### config.mk
export PLATFORM = sky130hd
export DESIGN_NAME = word_ptr
export DESIGN_NICKNAME = d
export VERILOG_FILES = /design/src/rtl/word_ptr.sv
export SDC_FILE = /design/constraint.sdc
export NUM_CORES = 1
export LEC_CHECK = 0
export BUFFER_PORTS_ARGS = -buffer_cell sky130_fd_sc_hd__clkbuf_2
export CAP_MARGIN = 0
export CORE_AREA = 5 5 43 45
export CTS_BUF_LIST = sky130_fd_sc_hd__clkbuf_8
export DETAILED_ROUTE_END_ITERATION = 12
export DIE_AREA = 0 0 48 50
export GPL_ROUTABILITY_DRIVEN = 0
export HOLD_SLACK_MARGIN = 0.12
export MAX_ROUTING_LAYER = met4
export PLACE_DENSITY = 0.75
export SLEW_MARGIN = 20
export SYNTH_ARGS = -nofsm -noshare
export SYNTH_HDL_FRONTEND = slang
export SYNTH_SLANG_ARGS = --single-unit
### constraint.sdc
create_clock -name clk -period 1.77 [get_ports clk]
set_input_delay 0.2655 -clock clk [delete_from_list [all_inputs] [get_ports clk]]
set_output_delay 0.2655 -clock clk [all_outputs]
set_load 0.05 [all_outputs]
### src/rtl/word_ptr.sv
module word_ptr #(
  parameter int DEPTH  = 2048,
  localparam int ADDR_W = $clog2(DEPTH)
) (
  input  logic              clk,
  input  logic              rst_n,
  input  logic              ld,
  input  logic [ADDR_W-1:0] ld_addr,
  input  logic              inc,
  input  logic              rd_mode,
  output logic [ADDR_W-1:0] addr
);
  localparam int PG = 4;

  logic [ADDR_W-1:0] ptr_q;
  logic [ADDR_W-1:0] step_rd;
  logic [ADDR_W-1:0] step_wr;

  assign step_rd = ptr_q + ADDR_W'(1);
  assign step_wr = {ptr_q[ADDR_W-1:PG], ptr_q[PG-1:0] + PG'(1)};

  always_ff @(posedge clk or negedge rst_n) begin
    if (!rst_n)   ptr_q <= '0;
    else if (ld)  ptr_q <= ld_addr;
    else if (inc) ptr_q <= rd_mode ? step_rd : step_wr;
  end

  assign addr = ptr_q;
endmodule

-- Yosys cells after proc, flatten, opt, wreduce, memory -nomap -nowiden
Index checks and enable logic that the tools add are counted.
- flip-flop bits (word level): 11
- input port bits: 16
- output and inout port bits: 11
- $add $sub $neg: 2
- multiplexer cells: 3
- reductions and logical operators: 3
- operator list (kind ; number):
    2-to-1 mux 11 bit ; 3
    adder 11 x 1 -> 11 bit (second input constant) ; 1
    adder 4 x 1 -> 4 bit (second input constant) ; 1
    nonzero test 2 bit ; 2
    AND reduction 2 bit ; 1

-- Longest topological paths before layout
Gate-level depths: netlist (run 1).
- depth after elaboration: 4
- depth in mapped cells: 4
- mapped depth without buffers: 4

-- Worst setup path after synthesis (run 1)
OpenSTA, ideal clock, no wires.
- path kind: register to register
- start point: register ptr_q[0] (netlist: addr[0])
- end point: register ptr_q[10] (netlist: addr[10])
- setup time: 0.069 ns
- arrival time: 1.622 ns
- data required time: 1.701 ns
- setup slack: 0.079 ns
- cell stages (with the launch flop): 5
- period minus slack after synthesis: 1.691 ns
- cell sequence: dfrtp_1 > ha_1 > nand3_1 > or4b_1 > nand3_1
- cells in the longest elaborated chain, start to end: 4
- ends and longest elaborated chain (element ; RTL line ; source):
    start, declared ; 15 ; logic [ADDR_W-1:0] ptr_q;
    start signal, assigned ; 24 ; else if (ld) ptr_q <= ld_addr;
    start signal, assigned ; 25 ; else if (inc) ptr_q <= rd_mode ? step_rd : step_wr;
    adder 11 x 1 -> 11 bit ; 19 ; assign step_rd = ptr_q + ADDR_W'(1);
    2-to-1 mux 11 bit (2 in series) ; 25 ;
    2-to-1 mux 11 bit ; 24 ;
Every way passes these cells. The select of a mux whose other input is x is not followed.
A chain may end at the register's enable or synchronous reset.

-- Worst setup path after layout (run 1)
- start point: register ptr_q[2] (netlist: addr[2])
- end point: register ptr_q[9] (netlist: addr[9])
The elaborated chain is that of the path after synthesis.

==> metrics.cfg, run 1 <==
[power_and_ir_drop]
internal-power_w = 0.000495
seqPwrFrac = 0.398
p_sw_frac = 0.372
p_leak_nw = 0.367
clkPwrFrac = 0.317
p_sw_w = 0.000293
total_power_w = 0.000788
cellPowerDensity_mw_per_mm2 = 977
comb_power_share = 0.285
ir_drop_mv = 0.464

[final_layout]
diodes = 0
layout_common_cells = clkbuf_2, dfrtp_1, nand2_1
fin_cells = 113
area_delta_synth_final_pct = 30.0
final_common_cell = clkbuf_2
largest_reg_flops = 11
nets = 115
design_area_sq_um = 807
layout-drive-gt1-share = 0.309

[drt]
drt_pass1_iterations = 5
wl_um = 1470
drt_iter0_drc = 11
detail_route.wl_per_cell_um = 13.0
antenna_left = 0
dr_total_vias = 620
vias_per_cell = 5.49
drc = 0

[setup_path]
arrival_ns = 1.66
path_delay_family = simple AND/OR/NAND/NOR gates
r2r-start = addr[2]$_DFFE_PN0P_
crit_cells = 3
worstSetupStartpointType = register
worstPathRequired_ns = 1.93
slowest_stage = or4_1
cpPeakStageDelay_ns = 0.57
r2r_slack_ns = 0.27
r2r_end = addr[9]$_DFFE_PN0P_
critPathCaptureType = register
crit_buf_inv = 0
crit_chain = nand4_2, or4_1, a31oi_1
crit_path_start = addr[2]$_DFFE_PN0P_
r2r_cells = 3
cp_max_fo = 14
cp-endpoint = addr[9]$_DFFE_PN0P_
critical_path_class = register to register

[floorplan]
die_x_um = 48
io_pins = 27
die_area_sq_mm = 0.00240
placementRows = 14
core_area_sq_mm = 0.00144
start_util = 0.432
chipHeight_um = 50

[sta]
period_share = 0.846
hold_viol_final = 0
whs_ns = 0.229
slew_violations = 0
rsz0062_at_grt = no
maxSlewHeadroom = 0.799
fin_tns_setup_ns = 0
fin_crit_ns = 1.50
skew_ns = 0.00253
fmax_mhz = 668
tightest_slew_ns = 0.301
setup_violations = 0

[logic_synthesis]
synth_top_area_frac = 0.444
synth_fp_nets = 86
synth_largest_area_cell = dfrtp_1
synth_area_sq_um = 621
yosys_warnings = 0
avgSynthCellArea_sq_um = 8.99
synth_cells = 69
netlist_top_cells_area = dfrtp_1, o21ai_0, a31oi_1, nand3_1, nand2_1
synth_cell_types = 22
ys_seq_area_frac = 0.444
ys_ff_latch = 11

[clocking]
clk_latency_ns = 0.25
cts_tree = done
cts-root-buf = clkbuf_8
clock_sinks = 11
cts_resized = 0
clock_path_buffers = 2
numCtsBuffers = 3
ctsHtreeMaxLevel = 1
cts.clk_slew.worst_paths_ns = 0.05

[placed_design]
io_buffers = 26
placed_cells = 108
place_area_sq_um = 752

[grt]
grt_pass1_wl_um = 2430
antenna_found_initial = 0
grt_pass1_vias = 576
grt_max_degree = 15
grt_usage = 0.144
grt.overflow.total = 0

[min_path]
hp-class = primary input to register

[flow_run]
timing.max_cap.violations = 0

[status]
outcome = finished, final reports clean

## timing repair
action / CTS / global route
buffers inserted: 0 / 0
hold endpoints to repair: 11 / 0
hold buffers: 1 / 0
## worst min-delay path, delay by kind of cell
kind	cells	cell delay (ns)
AOI/OAI and AO/OA	1	0.05
and+or+nand+nor	1	0.04
buffers and inverters	1	0.07
## power by group through the flow
stage                     Combinational (W)  Sequential [W]  Clock, W
after floorplan                   0.0000654        0.000408         0
after global placement             0.000222        0.000316         0
after detailed placement           0.000225        0.000318         0
after CTS                          0.000228        0.000314  0.000251
after global routing               0.000246        0.000321  0.000256
final                              0.000225        0.000313  0.000250
## per-layer routing
layer	global-route usage	vias to the layer above	wire length (um)
met5	-	-	0
met4	0.0807	0	44
met3	0.0327	4	119
met2	0.198	21	669
met1	0.189	282	633
li1	-	313	-
## cell families after synthesis
| kind of cell | count (synthesis) | synth area share |
|---|---|---|
| simple gates | 31 | 0.268 |
| mux | 1 | 0.0161 |
| buf+inv | 5 | 0.0423 |
| xor+xnor | 3 | 0.0423 |
| flops | 11 | 0.444 |
| fa+ha+maj | 1 | 0.0202 |
| compound gates | 17 | 0.167 |
## synthesized netlist by cell type
cell	instances
nand2_1	8
nor2_1	6
nor2b_1	1
xnor2_1	1
a22oi_1	1
mux2i_1	1
inv_1	2
or4b_1	1
o21ai_0	7
o31ai_1	3
xor2_1	2
o211ai_1	1
or3_1	2
dfrtp_1	11
clkbuf_1	2
nand4_2	1
nand4_1	2
nand3_1	6
or4_1	4
a31oi_1	5
buf_6	1
ha_1	1
## stage by stage
step	worst slack, ns	util
after floorplan	0.0787	-
after global placement	0.292	0.524
after detailed placement	0.239	0.524
after CTS	0.259	0.562
after global routing	0.135	0.562
final	0.273	0.562
## how the worst min path moves through the flow
stage,start,end,cells past startpoint
after floorplan,rst_n,addr[0]$_DFFE_PN0P_,0
after global placement,rst_n,addr[5]$_DFFE_PN0P_,1
after detailed placement,rst_n,addr[5]$_DFFE_PN0P_,1
after CTS,ld_addr[3],addr[3]$_DFFE_PN0P_,3
after global routing,ld_addr[3],addr[3]$_DFFE_PN0P_,3
final,ld_addr[3],addr[3]$_DFFE_PN0P_,3
## layout make-up
cell class                 count  area [sq um]
tap                           16          20.0
inverter                       2          7.51
timing repair buffer          27           140
clock buffer                   3          41.3
fill                         145           629
clock inverter                 1          3.75
multi-input combinational     53           319
sequential                    11           275
Note: power is estimated with default switching activity, not from simulation.
==> run 2: changes to the inputs <==
==> constraint.sdc (replaced) <==
create_clock -name clk -period 1.4 [get_ports clk]
set_input_delay 0.21 -clock clk [delete_from_list [all_inputs] [get_ports clk]]
set_output_delay 0.21 -clock clk [all_outputs]
set_load 0.05 [all_outputs]
==> metrics.cfg, run 2 (synthesis gave the netlist of run 1 again) <==
[status]
outcome = finished, final reports clean

[flow_run]
timing.max_cap.violations = 0  ; unchanged

[floorplan]
core_area_sq_mm = 0.00144  ; unchanged
chipHeight_um = 50  ; unchanged
die_x_um = 48  ; unchanged
start_util = 0.432  ; unchanged
placementRows = 14  ; unchanged
io_pins = 27  ; unchanged
die_area_sq_mm = 0.00240  ; unchanged

[setup_path]
worstSetupStartpointType = register
critical_path_class = register to register
r2r-start = addr[1]$_DFFE_PN0P_
r2r_cells = 4  ; +1
cp_max_fo = 5  ; -9
arrival_ns = 1.51  ; -0.15 ns
critPathCaptureType = register
crit_path_start = addr[1]$_DFFE_PN0P_
worstPathRequired_ns = 1.57  ; -0.36 ns

[power_and_ir_drop]
ir_drop_mv = 0.637  ; +37%
p_leak_nw = 0.396  ; +8.1%
cellPowerDensity_mw_per_mm2 = 1160  ; +18%
total_power_w = 0.00105  ; +33%

[min_path]
min_from = ld_addr[3]
hold_path_depth = 3  ; unchanged
hp-class = primary input to register

[sta]
fin_crit_ns = 1.34  ; -0.157 ns
period_share = 0.957  ; +0.111
fmax_mhz = 746  ; +12%
setup_violations = 0  ; unchanged
skew_ns = 0.000255  ; -0.00227 ns
fin_ws_ns = 0.0601  ; -0.213 ns
rsz0062_at_grt = no
fin_tns_setup_ns = 0  ; unchanged
tightest_slew_ns = 0.301  ; +0.0000772 ns
slew_violations = 0  ; unchanged
hold_viol_final = 0  ; unchanged
maxSlewHeadroom = 0.799  ; about the same

[final_layout]
nets = 123  ; +7.0%
layout-drive-gt1-share = 0.467  ; +0.157
final_util = 0.633  ; +0.0714
nFillCells = 122  ; -16%
layout_common_cells = clkbuf_2, dfrtp_2, nand2_1
largest_reg_flops = 11  ; unchanged
final_common_cell = clkbuf_2
area_delta_synth_final_pct = 46.6
diodes = 0  ; unchanged
fin_cells = 121  ; +7.1%

[drt]
drt_pass1_iterations = 4  ; -1
dr_total_vias = 660  ; +6.5%
drt_iter0_drc = 10  ; -1
vias_per_cell = 5.45  ; -0.59%
wl_um = 1710  ; +16%
drc = 0  ; unchanged
antenna_left = 0  ; unchanged
detail_route.wl_per_cell_um = 14.1  ; +8.6%

[grt]
grt_usage = 0.149  ; +0.00519
antenna_found_initial = 0  ; unchanged
grt_max_degree = 15  ; unchanged
grt.overflow.total = 0  ; unchanged
grt_pass1_wl_um = 2520  ; +3.7%
grt_pass1_vias = 588  ; +2.1%

[clocking]
ctsHtreeMaxLevel = 1  ; unchanged
cts_tree = done
cts_resized = 0  ; unchanged
cts.clk_slew.worst_paths_ns = 0.05  ; about the same
clk_latency_ns = 0.24  ; about the same
clock_sinks = 11  ; unchanged
cts-root-buf = clkbuf_8
clock_path_buffers = 2  ; unchanged
numCtsBuffers = 3  ; unchanged

[placed_design]
io_buffers = 26  ; unchanged
dp_hpwl_um = 1130
place_ws_ns = 0.0148  ; -0.225 ns
placed_cells = 109  ; +0.93%

[run 2: cell types whose count changed in the layout (fill, tap and decap cells not counted), sizes merged]
cell   before  now
nand4       3    4
buf         0    7
[run 2: area by class of cell]
class / instances / area [sq um] / share of cell area
multi-input combinational: 54 / 358 / 0.393
sequential: 11 / 287 / 0.315
timing repair buffer: 34 / 193 / 0.212
clock buffer: 3 / 41.3 / 0.0454
tap: 16 / 20.0 / 0.0220
inverter: 2 / 7.51 / 0.00825
clock inverter: 1 / 3.75 / 0.00413
[run 2: per-stage QoR]
step | hold WS [ns] | instance area [sq um]
6_report | 0.179 | 910
5_1_grt | 0.193 | 910
4_1_cts | 0.181 | 852
3_5_place_dp | 0.102 | 797
3_3_place_gp | 0.0990 | 797
2_1_floorplan | -0.0856 | 658
[run 2: power by group]
part | switching (W) | internal (W)
clock | 0.000116 | 0.000192
sequential | 0.0000499 | 0.000359
combinational | 0.000222 | 0.000112
total | 0.000388 | 0.000663
[run 2: repair_timing]
| item | CTS | global route |
|---|---|---|
| setup endpoints to repair | 0 | 3 |
| setup buffers | 0 | 6 |
| hold buffers | 1 | 0 |
| hold endpoints to repair | 11 | 0 |
[run 2: path summary, 6_finish.rpt]
| kind | slack [ns] | to |
|---|---|---|
| max reg2reg | 0.06 | addr[10]$_DFFE_PN0P_ |
| min reg2reg | 0.60 | addr[9]$_DFFE_PN0P_ |
| min in group asynchronous | 0.38 | addr[9]$_DFFE_PN0P_ |
| max in group asynchronous | 0.79 | addr[3]$_DFFE_PN0P_ |
| min | 0.18 | addr[3]$_DFFE_PN0P_ |
| max | 0.06 | addr[10]$_DFFE_PN0P_ |
[run 2: metal layers]
layer / track usage / part of all wire
met1: 0.185 / 0.40
met2: 0.216 / 0.49
met3: 0.0400 / 0.084
met4: 0.0762 / 0.028
met5: - / 0
[run 2: critical path: stages, from the launching register on]
cell and delay [ns]:
dfrtp_2 0.42, ha_4 0.17, nand3_1 0.09, or4b_1 0.48
nand3_1 0.12
